===== config.mk =====
export PLATFORM = sky130hd
export DESIGN_NAME = flash_id_probe
export DESIGN_NICKNAME = d
export VERILOG_FILES = /design/src/rtl/fid_pkg.sv /design/src/rtl/fid_geom_decode.sv /design/src/rtl/fid_tx_select.sv /design/src/rtl/fid_poll_budget.sv /design/src/rtl/flash_id_probe.sv
export SDC_FILE = /design/constraint.sdc
export NUM_CORES = 1
export LEC_CHECK = 0
export ABC_AREA = 1
export BUFFER_PORTS_ARGS = -buffer_cell sky130_fd_sc_hd__buf_4
export CAP_MARGIN = 5
export CORE_MARGIN = 5
export CORE_UTILIZATION = 58
export DETAILED_ROUTE_END_ITERATION = 10
export PLACE_DENSITY = 0.85
export SETUP_SLACK_MARGIN = 0.2
export SYNTH_ARGS = -nofsm -noshare
export SYNTH_HDL_FRONTEND = slang
export SYNTH_SLANG_ARGS = --single-unit

===== constraint.sdc =====
create_clock -name clk -period 2.52 [get_ports clk]
set_clock_uncertainty 0.1 [all_clocks]
set_input_delay 0.504 -clock clk [delete_from_list [all_inputs] [get_ports clk]]
set_output_delay 0.504 -clock clk [all_outputs]
set_load 0.005 [all_outputs]

===== src/rtl/fid_pkg.sv =====
// Shared constants and types for the flash identification probe.
// Assumes the device answers with one byte per byte sent.
package fid_pkg;
    localparam int SHIFT_W = 4;
    localparam int COUNT_W = 14;
    localparam int SIZE_W  = 11;

    localparam logic [7:0]  OPC_IDENT  = 8'h9F;
    localparam logic [7:0]  OPC_STATUS = 8'hD7;
    localparam logic [7:0]  FILL_BYTE  = 8'hFF;
    localparam logic [7:0]  VENDOR_ID  = 8'h1F;
    localparam logic [2:0]  FAMILY_ID  = 3'b001;
    localparam logic [31:0] BINPG_SEQ  = 32'h3D2A_80A6; // sent MSB byte first
    localparam int          RDY_BIT    = 7;
    localparam int          BINPG_BIT  = 0;

    typedef enum logic [2:0] {
        ERR_NONE    = 3'd0,
        ERR_NODEV   = 3'd1,
        ERR_CAP     = 3'd2,
        ERR_REPROG  = 3'd3,
        ERR_TIMEOUT = 3'd4
    } probe_err_t;

    typedef enum logic [1:0] {
        PH_ID, PH_POLL, PH_CFG
    } xfer_phase_t;

    typedef enum logic [2:0] {
        ST_IDLE, ST_ID_XFER, ST_ID_GAP, ST_POLL_XFER,
        ST_POLL_GAP, ST_CFG_XFER, ST_CFG_GAP, ST_REPORT
    } probe_state_t;
endpackage


===== src/rtl/fid_geom_decode.sv =====
// Capacity-code to geometry decoder (combinational).
// Assumes the family field was already checked by the caller.
module fid_geom_decode
    import fid_pkg::*;
(
    input  logic [4:0]         cap_code,
    output logic               known,
    output logic [SHIFT_W-1:0] shift,
    output logic [COUNT_W-1:0] count
);
    // Map each supported code to its page shift and page count
    always_comb begin
        known = 1'b1;
        shift = SHIFT_W'(8);
        count = '0;
        case (cap_code)
            5'd2: count = COUNT_W'(512);
            5'd3: count = COUNT_W'(1024);
            5'd4: count = COUNT_W'(2048);
            5'd5: count = COUNT_W'(4096);
            5'd6: begin shift = SHIFT_W'(9);  count = COUNT_W'(4096); end
            5'd7: begin shift = SHIFT_W'(9);  count = COUNT_W'(8192); end
            5'd8: begin shift = SHIFT_W'(10); count = COUNT_W'(8192); end
            default: begin known = 1'b0; shift = '0; end
        endcase
    end
endmodule


===== src/rtl/fid_tx_select.sv =====
// Chooses the outgoing byte from the transfer phase and byte index.
// Assumes windows of at most four bytes.
module fid_tx_select
    import fid_pkg::*;
(
    input  xfer_phase_t phase,
    input  logic [1:0]  idx,
    output logic [7:0]  tx_byte
);
    // Opcode first, fill bytes after; the configuration window walks its sequence
    always_comb begin
        case (phase)
            PH_ID:   tx_byte = (idx == 2'd0) ? OPC_IDENT  : FILL_BYTE;
            PH_POLL: tx_byte = (idx == 2'd0) ? OPC_STATUS : FILL_BYTE;
            default: tx_byte = BINPG_SEQ[8*(3 - int'(idx)) +: 8];
        endcase
    end
endmodule


===== src/rtl/fid_poll_budget.sv =====
// Counts busy status polls and flags the last one allowed.
// Assumes MAX_POLLS >= 1; clear has priority over step.
module fid_poll_budget #(
    parameter int MAX_POLLS = 1000
) (
    input  logic clk,
    input  logic rst_n,
    input  logic clear,
    input  logic step,
    output logic last
);
    localparam int CNT_W = $clog2(MAX_POLLS + 1);

    logic [CNT_W-1:0] cnt_q;

    // Busy-poll counter
    always_ff @(posedge clk) begin
        if (!rst_n || clear) cnt_q <= '0;
        else if (step)       cnt_q <= cnt_q + 1'b1;
    end

    // The poll now being judged is the final one permitted
    assign last = (cnt_q == CNT_W'(MAX_POLLS - 1));
endmodule


===== src/rtl/flash_id_probe.sv =====
// Start-up probe for a page-organised serial flash behind a byte SPI master.
// Reads the ID, decodes the geometry, polls ready, and fixes the page mode once.
// Assumes the shifter acks each request once, with the received byte on spi_rx.
module flash_id_probe
    import fid_pkg::*;
#(
    parameter int MAX_POLLS = 1000
) (
    input  logic               clk,
    input  logic               rst_n,
    input  logic               start,
    output logic               done,
    output logic               ok,
    output logic [2:0]         err_code,
    output logic [SHIFT_W-1:0] page_shift,
    output logic [COUNT_W-1:0] page_count,
    output logic [SIZE_W-1:0]  page_size,
    output logic               reprog_issued,
    output logic [7:0]         status_byte,
    output logic               spi_cs,
    output logic               spi_req,
    output logic [7:0]         spi_tx,
    input  logic               spi_ack,
    input  logic [7:0]         spi_rx
);
    probe_state_t       state_q;
    probe_err_t         err_q;
    logic [1:0]         byte_idx;
    logic [7:0]         id_vendor_q;
    logic [7:0]         id_device_q;
    xfer_phase_t        phase;
    logic               geo_known;
    logic [SHIFT_W-1:0] geo_shift;
    logic [COUNT_W-1:0] geo_count;
    logic               poll_clear;
    logic               poll_step;
    logic               poll_last;
    logic               id_match;

    fid_geom_decode u_geom (
        .cap_code (id_device_q[4:0]),
        .known    (geo_known),
        .shift    (geo_shift),
        .count    (geo_count)
    );

    fid_tx_select u_txsel (
        .phase   (phase),
        .idx     (byte_idx),
        .tx_byte (spi_tx)
    );

    fid_poll_budget #(.MAX_POLLS(MAX_POLLS)) u_budget (
        .clk   (clk),
        .rst_n (rst_n),
        .clear (poll_clear),
        .step  (poll_step),
        .last  (poll_last)
    );

    // Chip select and request follow the transfer states
    always_comb begin
        spi_cs  = (state_q == ST_ID_XFER) || (state_q == ST_POLL_XFER) ||
                  (state_q == ST_CFG_XFER);
        spi_req = spi_cs;
    end

    // Phase selector for the outgoing byte
    always_comb begin
        case (state_q)
            ST_ID_XFER:   phase = PH_ID;
            ST_POLL_XFER: phase = PH_POLL;
            default:      phase = PH_CFG;
        endcase
    end

    // Poll budget control and identity match
    always_comb begin
        poll_clear = (state_q == ST_ID_GAP);
        poll_step  = (state_q == ST_POLL_GAP) && !status_byte[RDY_BIT] && !poll_last;
        id_match   = (id_vendor_q == VENDOR_ID) && (id_device_q[7:5] == FAMILY_ID);
    end

    assign err_code = err_q;

    // Probe sequencer and result registers
    always_ff @(posedge clk) begin
        if (!rst_n) begin
            state_q       <= ST_IDLE;
            err_q         <= ERR_NONE;
            byte_idx      <= '0;
            id_vendor_q   <= '0;
            id_device_q   <= '0;
            done          <= 1'b0;
            ok            <= 1'b0;
            page_shift    <= '0;
            page_count    <= '0;
            page_size     <= '0;
            reprog_issued <= 1'b0;
            status_byte   <= '0;
        end else begin
            done <= (state_q == ST_REPORT);
            case (state_q)
                ST_IDLE: begin
                    if (start) begin
                        state_q       <= ST_ID_XFER;
                        byte_idx      <= '0;
                        err_q         <= ERR_NONE;
                        ok            <= 1'b0;
                        reprog_issued <= 1'b0;
                        status_byte   <= '0;
                        page_shift    <= '0;
                        page_count    <= '0;
                        page_size     <= '0;
                        id_vendor_q   <= '0;
                        id_device_q   <= '0;
                    end
                end
                ST_ID_XFER: begin
                    if (spi_ack) begin
                        byte_idx <= byte_idx + 2'd1;
                        if (byte_idx == 2'd1) id_vendor_q <= spi_rx;
                        if (byte_idx == 2'd2) id_device_q <= spi_rx;
                        if (byte_idx == 2'd3) state_q <= ST_ID_GAP;
                    end
                end
                ST_ID_GAP: begin
                    byte_idx <= '0;
                    if (!id_match) begin
                        err_q   <= ERR_NODEV;
                        state_q <= ST_REPORT;
                    end else if (!geo_known) begin
                        err_q   <= ERR_CAP;
                        state_q <= ST_REPORT;
                    end else begin
                        page_shift <= geo_shift;
                        page_count <= geo_count;
                        page_size  <= SIZE_W'(1) << geo_shift;
                        state_q    <= ST_POLL_XFER;
                    end
                end
                ST_POLL_XFER: begin
                    if (spi_ack) begin
                        if (byte_idx == 2'd0) begin
                            byte_idx <= 2'd1;
                        end else begin
                            byte_idx    <= '0;
                            status_byte <= spi_rx;
                            state_q     <= ST_POLL_GAP;
                        end
                    end
                end
                ST_POLL_GAP: begin
                    if (status_byte[RDY_BIT]) begin
                        state_q <= status_byte[BINPG_BIT] ? ST_REPORT : ST_CFG_XFER;
                    end else if (poll_last) begin
                        err_q   <= ERR_TIMEOUT;
                        state_q <= ST_REPORT;
                    end else begin
                        state_q <= ST_POLL_XFER;
                    end
                end
                ST_CFG_XFER: begin
                    if (spi_ack) begin
                        byte_idx <= byte_idx + 2'd1;
                        if (byte_idx == 2'd3) state_q <= ST_CFG_GAP;
                    end
                end
                ST_CFG_GAP: begin
                    reprog_issued <= 1'b1;
                    err_q         <= ERR_REPROG;
                    state_q       <= ST_REPORT;
                end
                default: begin
                    ok      <= (err_q == ERR_NONE);
                    state_q <= ST_IDLE;
                end
            endcase
        end
    end
endmodule


Word-level counts from Yosys, hierarchy flattened
Index checks and enable logic that the tools add are counted.
Widths: inputs -> output; s select.
{ "totals": {"reg_bits": 74, "input_bits": 12, "word_cells": 146} }
{ "classes": {"addsub": 3, "n_eq_ne": 36, "shifts": 2, "n_mux": 56, "bitwise_logic": 1, "reduce_logical": 35} }
{ "ops": {"columns": ["op", "count"], "rows": [
  ["$pmux 14 s5", 1],
  ["$pmux 8 s2", 4],
  ["$mux 8", 7],
  ["$mux 3", 16],
  ["$mux 14", 3],
  ["$mux 11", 3],
  ["$shiftx 32x32->8 const A", 1],
  ["$pmux 14 s2", 1],
  ["$pmux 11 s2", 1],
  ["$pmux 3 s7", 1],
  ["$eq 5x3->1 const B", 4],
  ["$reduce_and 4->1", 5],
  ["$ne 2x2->1 const B", 9],
  ["$eq 3x3->1 const B", 4],
  ["$mux 4", 3],
  ["$pmux 3 s4", 1],
  ["$pmux 4 s3", 1],
  ["$shl 1x4->11 const A", 1],
  ["$add 10x1->10 const B", 1],
  ["$eq 10x10->1 const B", 1],
  ["$eq 5x2->1 const B", 2],
  ["$ne 2x1->1 const B", 5],
  ["$eq 8x5->1 const B", 1],
  ["$mux 2", 4],
  ["other kinds (30)", 53]
]} }

Logic depth before layout (Yosys ltp)
Gate-level depths: netlist of run 1.
{ "depth": {"ltp_word": 7, "depth_mapped": 10, "mapped_depth_nobuf": 10} }

Modules after synthesis
A second synthesis of run 1 with hierarchy kept.
{ "hier_totals": {"cells_unflattened": 590, "area_unflattened_um2": 3935.0} }
{ "modules_own_cells": {"columns": ["module", "instances", "cells_per_inst", "area_each_um2", "seq_area_each_um2"], "rows": [
  ["flash_id_probe", 1, 456, 3093.0, 1281.2],
  ["fid_poll_budget", 1, 75, 510.5, 200.2],
  ["fid_geom_decode", 1, 41, 239.0, 0.0],
  ["fid_tx_select", 1, 18, 92.6, 0.0]
]} }

Worst setup path before layout of run 1
OpenSTA, ideal clock, no wires.
{ "synth_path": {"path_kind": "reg2reg", "start": "reg u_budget.cnt_q[0]", "end": "reg u_budget.cnt_q[0]", "setup_time_ns": 0.123, "t_arrival_ns": 1.345, "required_ns": 2.297, "setup_slack_ns": 0.953, "stages_incl_launch_ff": 11, "path_buffers": 1, "synth_period_minus_slack_ns": 1.567, "cell_sequence": "dfxtp_1 ha_1 nand2_1 nor2_1 nand3_1 nand2_1 inv_1 nand2_1 buf_2 xor2_1 nor2_1"} }
{ "synth_between": {"elab_chain_cells": 3} }
{ "synth_lines": {"columns": ["item", "line_no", "text"], "rows": [
  ["start, declared", "fid_poll_budget.sv:14", "logic [CNT_W-1:0] cnt_q;"],
  ["start signal, assigned", "fid_poll_budget.sv:19", "else if (step) cnt_q <= cnt_q + 1'b1;"],
  ["branches (longest 3 deep; another with $add 10x1->10)", null, null]
]} }
Parallel ways; which one is timed is not known.
A chain may end at the register's enable or synchronous reset.

Worst setup path after layout of run 1
{ "layout_path": {"start": "reg state_q[0]", "end": "out spi_tx[3]"} }
{ "layout_between": {"elab_chain_cells": 4} }
{ "layout_lines": {"columns": ["item", "line_no", "text"], "rows": [
  ["start, declared", "flash_id_probe.sv:26", "probe_state_t state_q;"],
  ["start signal, assigned", "flash_id_probe.sv:155", "state_q <= status_byte[BINPG_BIT] ? ST_REPORT : ST_CFG_XFER;"],
  ["$eq 3x2->1 or $eq 3x1->1 (tied branches)", "flash_id_probe.sv:70", "case (state_q)"],
  ["$pmux 2 s2 *", "flash_id_probe.sv:70", null],
  ["$eq 2x1->1 or $logic_not 2->1 (tied branches)", "fid_tx_select.sv:12", "case (phase)"],
  ["$pmux 8 s2 *", "fid_tx_select.sv:12", null],
  ["end, declared", "flash_id_probe.sv:22", "output logic [7:0] spi_tx,"]
]} }
Every way passes the cells marked *; elsewhere a longest branch is shown, timed or not.

==> results.py, run 1 <==
metrics = {
    "sta": {
        "worst_pin_slew_ps": 781,
        "hold_viol": 0,
        "timing.final.ws_setup_ps": 380,
        "slew_headroom_pct": 47.9,
        "maxSlewViolCount": 0,
        "setup_viol": 0,
        "post-route-period-util_pct": 84.9,
        "finalSetupTns_ps": 0,
        "rsz0062_at_grt": "no",
        "fmax_mhz": 467,
        "period_minus_slack_ps": 2140,
    },
    "setup_path": {
        "crit_top_cell": "inv_2",
        "critPathArrivalTime_ps": 1540,
        "worstSetupEndpointType": "primary output",
        "cp_top_family": "flip-flops",
        "path_cells": "inv_2, nor2_1, inv_2, a22oi_1, buf_4",
        "slowest_stage": "dfxtp_1",
        "worstSetupStartpointType": "register",
        "slowest_delay_ps": 430,
        "cp_max_fo": 7,
        "worstPathRequired_ps": 1920,
        "cp_num_buf_inv": 3,
        "reg2reg_setup_slack_ps": 550,
        "critical_path_class": "reg2out",
    },
    "floorplanning": {
        "start_util_pct": 58.9,
        "die_height_um": 81.3,
        "ios": 65,
        "core_area_mm2": 0.00501,
        "die-area_mm2": 0.00661,
        "num_rows": 26,
        "die_w_um": 81.3,
    },
    "yosys": {
        "synth_most_common_cell": "nand2_1",
        "yosysWarnings": 0,
        "synth_cell_type_count": 33,
        "seq_area_frac_synth_pct": 40.7,
        "synth_top_area_cell": "dfxtp_1",
        "netlist_area_mm2": 0.00295,
        "synthTopCellsByArea": "dfxtp_1 (41%), nand2_1 (13%), a21oi_1 (9.3%)",
        "ys.flop_type": "dfxtp_1",
        "async_flop_share_pct": 0,
        "avgSynthCellArea_um2": 6.97,
        "synth_top_cells_by_count": "nand2_1 (99), dfxtp_1 (60), a21oi_1 (55)",
        "synth_top_area_share_pct": 40.7,
        "synth-seq-cells": 60,
        "synth_edf_count": 0,
        "syn-instance-count": 423,
    },
    "power": {
        "p_int_w": 0.00212,
        "irDropWorstVdd_v": 0.000645,
        "powerDensity_mw_per_mm2": 954,
        "total_leakage_power_nw": 1.53,
        "pwr-share-clk_pct": 29.4,
        "p_sw_w": 0.00121,
        "p_seq_share_pct": 37.6,
        "p_comb_share_pct": 33.0,
        "switching_share_pct": 36.4,
    },
    "placement": {
        "dp_slack_ps": 617,
        "post-dp-hpwl_mm": 4.94,
        "port-buffer-count": 50,
        "gp_congestion": 0.896,
    },
    "cts": {
        "postCtsHoldBufs": 0,
        "root_buffer": "clkbuf_8",
        "clock_sinks": 60,
        "clockBufferDepth": 2,
        "cts_setup_buffers": 0,
        "cts_tree": "yes",
        "worstSkewPairLatency_ps": 340,
        "cts_buffers": 9,
        "h-tree-depth": 3,
        "clkTransAtPathRegs_ps": 70,
        "post_cts_resized": 0,
    },
    "detailed_routing": {
        "drc": 0,
        "via_per_inst": 5.05,
        "vias": 2735,
        "drt_iter0_markers": 249,
        "routed_wl_mm": 6.68,
        "ant_nets": 0,
        "wl_per_cell_um": 12.3,
        "dr.pass1.iters": 4,
    },
    "worst_hold_path": {
        "min_path_type": "in2reg",
    },
    "grt": {
        "grt_pass1_vias": 2603,
        "grt_use_total_pct": 22.2,
        "antenna_found_initial": 0,
        "gr-total-overflow": 0,
        "grt_pass1_wl_mm": 11.4,
        "grt_max_degree": 29,
    },
    "run_status": {
        "status": "complete, no violations",
    },
    "final_layout": {
        "synthToLayoutAreaGrowth_pct": 18.3,
        "fin_nets": 485,
        "antenna_cells": 0,
        "drive_gt1_share_pct": 18.0,
        "nFillCells": 471,
        "final_util_pct": 69.6,
    },
    "run": {
        "maxCapViolations": 0,
    },
}
state kept, by name (all words and copies together) (netlist names):
name and cells:
ok 1, state_q 3, status_byte 8, err_code 3, done 1, id_vendor_q 8
page_count 5, u_budget.cnt_q 10, byte_idx 2, id_device_q 8, page_shift 3, reprog_issued 1
page_size 7
placed cells by master (no fill, tap or decap), drive strengths merged, types with 2 or more instances in the layout:
master  count
xor2        5
o21ai      33
nand4       8
clkbuf     11
buf        50
nor2       53
dfxtp      60
conb       14
nor3        7
nand2     103
clkinv      3
nand3      10
a21oi      55
inv        42
ha          5
bufinv      2
power by group through the flow:
stage / sequential (W) / clock (W) / combinational, W
finish: 0.00125 / 0.000979 / 0.00110
global route: 0.00127 / 0.00104 / 0.00125
detailed placement: 0.00126 / 0 / 0.00109
CTS: 0.00125 / 0.000985 / 0.00110
global placement: 0.00126 / 0 / 0.00106
floorplan: 0.00122 / 0 / 0.000846
layout make-up:
class                           count  area, µm²  share of cell area (%)
Multi-Input combinational cell    303       1430                    41.1
Inverter                           44        168                    4.81
Timing Repair Buffer               50        375                    10.8
Clock inverter                      4       72.6                    2.08
Sequential cell                    60       1200                    34.4
Tap cell                           70       87.6                    2.51
Clock buffer                       11        151                    4.34
final timing paths:
check / start / endpoint / depth (start not counted)
setup / recovery: state_q[0]$_SDFFE_PN0P_ / spi_tx[3] / 5
hold / removal: spi_rx[7] / status_byte[7]$_SDFFE_PN0P_ / 3
setup reg to reg: id_device_q[1]$_SDFFE_PN0P_ / page_shift[0]$_SDFFE_PN0P_ / 9
hold reg to reg: page_size[0]$_SDFFE_PN0P_ / page_size[0]$_SDFFE_PN0P_ / 2
per-layer routing:
metal	GRT usage, %	share of wire [%]	up-vias
met5	0	0	-
met4	11.7	2.3	0
met3	6.10	6.5	15
met2	35.7	46	75
met1	26.9	45	1215
li1	-	-	1430
through the flow:
stage / power, W / hold WS [ps] / area (µm²) / std cells
CTS: 0.00333 / 319 / 3490 / 542
global placement: 0.00232 / 322 / 3260 / 527
floorplan: 0.00207 / 329 / 3000 / 436
finish: 0.00333 / 321 / 3490 / 542
global route: 0.00356 / 325 / 3490 / 542
detailed placement: 0.00235 / 325 / 3260 / 527
worst reg2reg max path: cells and delay by family (launching register included):
| kind | cells | cell delay, ps |
|---|---|---|
| DFF | 1 | 470 |
| buffers and inverters | 1 | 180 |
| and+or+nand+nor | 7 | 1000 |
| AOI/OAI and AO/OA | 1 | 70 |
cells by family (layout without fill, tap and decap cells):
group	after synthesis	count (layout)	synth area share, %
AOI/OAI and AO/OA	92	92	16.2
xor gates and xnor gates	6	6	1.78
adders and majority gates	5	5	2.12
buffers and inverters	73	109	12.3
DFF	60	60	40.7
other	1	14	0.127
and+or+nand+nor	186	186	26.7
(Power assumes the default switching activity.)
==> run 2, diff against run 1 <==
CORE_UTILIZATION = 49   (was 58)
PLACE_DENSITY = 0.76   (was 0.85)
clock period = 1.79 ns   (was 2.52 ns; I/O delays follow)
==> results.py, run 2 (synthesized netlist as in run 1, its figures left out) <==
metrics = {
    "run_status": {
        "status": "complete, no violations",
    },
    "setup_path": {
        "slowest_delay_ps": 370,
        "critical_path_class": "reg2out",
        "critPathArrivalTime_ps": 1270,
        "slowest_stage": "dfxtp_4",
        "worstSetupEndpointType": "primary output",
        "path_cells": "buf_4, nor2_4, inv_1, nand2_1, buf_4",
        "worstPathRequired_ps": 1330,
        "cp_top_family": "flip-flops",
        "cp_num_buf_inv": 3,
        "worstSetupStartpointType": "register",
        "crit_top_cell": "buf_4",
        "cp_max_fo": 6,
        "reg2reg_setup_slack_ps": 120,
    },
    "sta": {
        "hold_viol": 0,
        "worst_pin_slew_ps": 500,
        "maxSlewViolCount": 0,
        "slew_headroom_pct": 66.6,
        "period_minus_slack_ps": 1720,
        "setup_viol": 0,
        "post-route-period-util_pct": 96.3,
        "fmax_mhz": 580,
        "finalSetupTns_ps": 0,
        "holdWs_ps": 183,
        "rsz0062_at_grt": "yes",
    },
    "cts": {
        "h-tree-depth": 3,
        "postCtsHoldBufs": 0,
        "cts_tree": "yes",
        "clockBufferDepth": 2,
        "clock_sinks": 60,
        "root_buffer": "clkbuf_8",
        "cts_buffers": 9,
        "worstSkewPairLatency_ps": 340,
        "clkTransAtPathRegs_ps": 70,
    },
    "final_layout": {
        "final_common_cell": "nand2_1",
        "top_register": "u_budget.cnt_q",
        "antenna_cells": 0,
        "nFillCells": 508,
        "synthToLayoutAreaGrowth_pct": 33.6,
        "fin_area_mm2": 0.00394,
        "drive_gt1_share_pct": 33.1,
        "largest_register_ff_count": 10,
        "final_util_pct": 66.9,
        "mostFrequentLayoutCells": "nand2_1 (94), buf_4 (80), a21oi_1 (50)",
        "fin_nets": 520,
    },
    "grt": {
        "gr-total-overflow": 0,
        "grt_use_total_pct": 19.6,
        "grt_pass1_vias": 2753,
        "antenna_found_initial": 0,
        "grt_pass1_wl_mm": 12.1,
        "grt_max_degree": 29,
    },
    "placement": {
        "postPlaceCellArea_mm2": 0.00339,
        "post-dp-hpwl_mm": 5.06,
        "gp_congestion": 0.880,
        "port-buffer-count": 50,
    },
    "power": {
        "total_leakage_power_nw": 1.72,
        "p_seq_share_pct": 35.2,
        "p_comb_share_pct": 42.2,
        "power_w": 0.00510,
        "irDropWorstVdd_v": 0.000785,
        "switching_share_pct": 37.4,
        "p_sw_w": 0.00191,
        "pwr-share-clk_pct": 22.6,
        "p_int_w": 0.00319,
        "powerDensity_mw_per_mm2": 1290,
    },
    "floorplanning": {
        "num_rows": 28,
        "start_util_pct": 50.1,
        "die-area_mm2": 0.00767,
        "ios": 65,
        "core_area_mm2": 0.00589,
        "die_height_um": 87.6,
        "die_w_um": 87.6,
    },
    "detailed_routing": {
        "wl_per_cell_um": 12.5,
        "vias": 2956,
        "drc": 0,
        "routed_wl_mm": 7.27,
        "drt_iter0_markers": 153,
        "ant_nets": 0,
        "via_per_inst": 5.07,
        "dr.pass1.iters": 5,
    },
    "run": {
        "maxCapViolations": 0,
    },
    "worst_hold_path": {
        "min_path_type": "in2reg",
    },
}
==> run 2: changes by cell type in the layout (fill, tap and decap cells not counted), sizes merged <==
cell,change
nand2,+1
bufinv,-1
clkinv,+2
buf,+34
==> run 2: area by class of cell <==
type | count | area, µm² | area share, %
multi-input cells | 304 | 1600 | 40.7
flip-flops and latches | 60 | 1230 | 31.2
repair buffers | 84 | 654 | 16.6
inverters | 44 | 176 | 4.48
clock buffers | 11 | 131 | 3.34
well taps | 75 | 93.8 | 2.38
clock inverters | 5 | 52.6 | 1.33
==> run 2: power by group through the flow <==
stage	Combinational (W)	Clock (W)	Sequential, W
6_report	0.00215	0.00115	0.00179
5_1_grt	0.00238	0.00126	0.00182
4_1_cts	0.00193	0.00117	0.00177
3_5_place_dp	0.00169	0	0.00176
3_3_place_gp	0.00166	0	0.00175
2_1_floorplan	0.00119	0	0.00172
==> run 2: worst paths after layout <==
kind | end | cells after the start | from
hold reg to reg | page_size[3]$_SDFFE_PN0P_ | 2 | page_size[3]$_SDFFE_PN0P_
setup / recovery | spi_tx[6] | 5 | state_q[2]$_SDFFE_PN0P_
hold / removal | status_byte[4]$_SDFFE_PN0P_ | 3 | spi_rx[4]
setup reg to reg | id_device_q[0]$_SDFFE_PN0P_ | 9 | state_q[0]$_SDFFE_PN0P_
==> run 2: per-layer routing <==
metal | track usage (%) | part of all wire (%) | up-vias
met1 | 24.7 | 45 | 1341
met4 | 9.90 | 1.9 | 0
met3 | 5.17 | 7.5 | 16
met2 | 30.7 | 46 | 94
li1 | - | - | 1505
met5 | 0 | 0 | -
==> run 2: stage by stage <==
step | setup slack, ps | instances
global route | -20.2 | 583
CTS | 56.1 | 573
detailed placement | -57.5 | 546
finish | 65.6 | 583
floorplan | 223 | 436
global placement | 64.6 | 546
==> run 2: worst reg2reg max path, cell delays in order, from the launching register on <==
cell and delay [ps]:
dfxtp_4 370, nor2_2 160, inv_2 70, nor2_4 160, nand2_2 100, nand4_1 140
nor2_2 70, buf_4 160, o21ai_0 170, a21oi_1 50
==> run 2: timing repair <==
item,CTS,global route
resized for setup,42,36
gates cloned,1,0
setup buffers,10,10
setup endpoints to repair,56,62
pin swaps,8,8
==> run 3, diff against run 2 <==
CORE_UTILIZATION = 37   (was 49)
PLACE_DENSITY = 0.6   (was 0.76)
==> results.py, run 3 (synthesized netlist as in run 1, its figures left out) <==
metrics = {
    "cts": {
        "cts_tree": "yes",
        "clkTransAtPathRegs_ps": 70,
        "root_buffer": "clkbuf_8",
        "cts_buffers": 9,
        "h-tree-depth": 3,
        "worstSkewPairLatency_ps": 340,
        "clockBufferDepth": 2,
        "postCtsHoldBufs": 0,
        "clock_sinks": 60,
    },
    "setup_path": {
        "worstPathRequired_ps": 1330,
        "worstSetupEndpointType": "primary output",
        "worstSetupStartpointType": "register",
        "rr_worst_depth": 10,
        "critical_path_class": "reg2out",
        "critPathArrivalTime_ps": 1280,
        "cp_max_fo": 7,
    },
    "final_layout": {
        "mostFrequentLayoutCells": "nand2_1 (82), buf_4 (82), dfxtp_1 (42)",
        "drive_gt1_share_pct": 44.5,
        "antenna_cells": 0,
        "fin_area_mm2": 0.00432,
        "largest_register_ff_count": 10,
        "top_register": "u_budget.cnt_q",
        "synthToLayoutAreaGrowth_pct": 46.5,
        "fin_nets": 531,
    },
    "floorplanning": {
        "ios": 65,
        "die_height_um": 99.3,
        "start_util_pct": 38.2,
        "die-area_mm2": 0.00986,
        "core_area_mm2": 0.00773,
        "num_rows": 32,
        "die_w_um": 99.3,
    },
    "sta": {
        "post-route-period-util_pct": 97.3,
        "rsz0062_at_grt": "yes",
        "finalSetupTns_ps": 0,
        "fmax_mhz": 574,
        "holdWs_ps": 183,
        "hold_viol": 0,
        "maxSlewViolCount": 0,
        "period_minus_slack_ps": 1740,
        "setup_viol": 0,
    },
    "grt": {
        "gr-total-overflow": 0,
        "antenna_found_initial": 0,
        "grt_use_total_pct": 14.9,
        "grt_max_degree": 29,
        "grt_pass1_vias": 2662,
        "grt_pass1_wl_mm": 12.2,
    },
    "run_status": {
        "status": "complete, no violations",
    },
    "run": {
        "maxCapViolations": 0,
    },
    "detailed_routing": {
        "drc": 0,
        "dr.pass1.iters": 4,
        "ant_nets": 0,
        "vias": 2947,
        "via_per_inst": 4.75,
        "wl_per_cell_um": 12.6,
        "routed_wl_mm": 7.86,
        "drt_iter0_markers": 133,
    },
    "worst_hold_path": {
        "whs_path_depth": 3,
        "min_path_type": "in2reg",
    },
    "placement": {
        "post-dp-hpwl_mm": 5.38,
        "gp_congestion": 0.865,
        "port-buffer-count": 50,
        "postPlaceCellArea_mm2": 0.00344,
    },
    "power": {
        "powerDensity_mw_per_mm2": 1320,
        "total_leakage_power_nw": 1.84,
        "irDropWorstVdd_v": 0.000532,
        "power_w": 0.00570,
    },
}
## run 3: per-stage QoR
| stage | utilization (%) | worst slack, ps | cells |
|---|---|---|---|
| floorplan | - | 223 | 436 |
| global placement | 44.5 | 81.2 | 577 |
| detailed placement | 44.5 | 9.30 | 577 |
| CTS | 49.3 | 28.8 | 599 |
| global route | 55.9 | -0.858 | 621 |
| finish | 55.9 | 49.1 | 621 |
## run 3: what timing repair did
| action | 4_1_cts | 5_1_grt |
|---|---|---|
| pin swaps | 5 | 44 |
| gates resized for setup | 45 | 123 |
| setup endpoints to repair | 53 | 61 |
| setup buffers | 6 | 21 |
| gates cloned | 0 | 1 |
## run 3: power breakdown
group / internal, W / switching [W] / total (W) / leakage (nW)
Combinational: 0.00121 / 0.00145 / 0.00266 / 1.25
Sequential: 0.00160 / 0.000228 / 0.00183 / 0.497
Clock: 0.000643 / 0.000572 / 0.00121 / 0.0962
Total: 0.00345 / 0.00225 / 0.00570 / 1.84
## run 3: layout make-up
type                    instances  area [µm²]
inverters                      44         189
well taps                     102         128
clock inverters                 6        65.1
fillers                       724        3410
repair buffers                 96         772
flip-flops and latches         60        1230
clock buffers                  10         128
multi-input cells             303        1800
## run 3: path summary, 6_finish.rpt
kind,to,slack [ps],from
hold / removal,status_byte[2]$_SDFFE_PN0P_,180,spi_rx[2]
setup reg to reg,id_device_q[1]$_SDFFE_PN0P_,120,state_q[0]$_SDFFE_PN0P_
hold reg to reg,page_size[3]$_SDFFE_PN0P_,330,page_size[3]$_SDFFE_PN0P_
setup / recovery,spi_tx[3],50,state_q[0]$_SDFFE_PN0P_
## run 3: routing by layer
metal	global-route usage (%)	up-vias	share of wire (%)	wire (µm)
met3	3.51	10	4.8	376
met4	6.30	0	1.4	110
met2	24.0	68	48	3750
li1	-	1519	-	-
met5	0	-	0	0
met1	19.2	1350	46	3620
## run 3: worst max-delay path, stage by stage (launching register included)
cell and delay (ps):
dfxtp_4 400, inv_4 60, nor2_4 130, inv_4 70, a22oi_2 150, buf_4 130
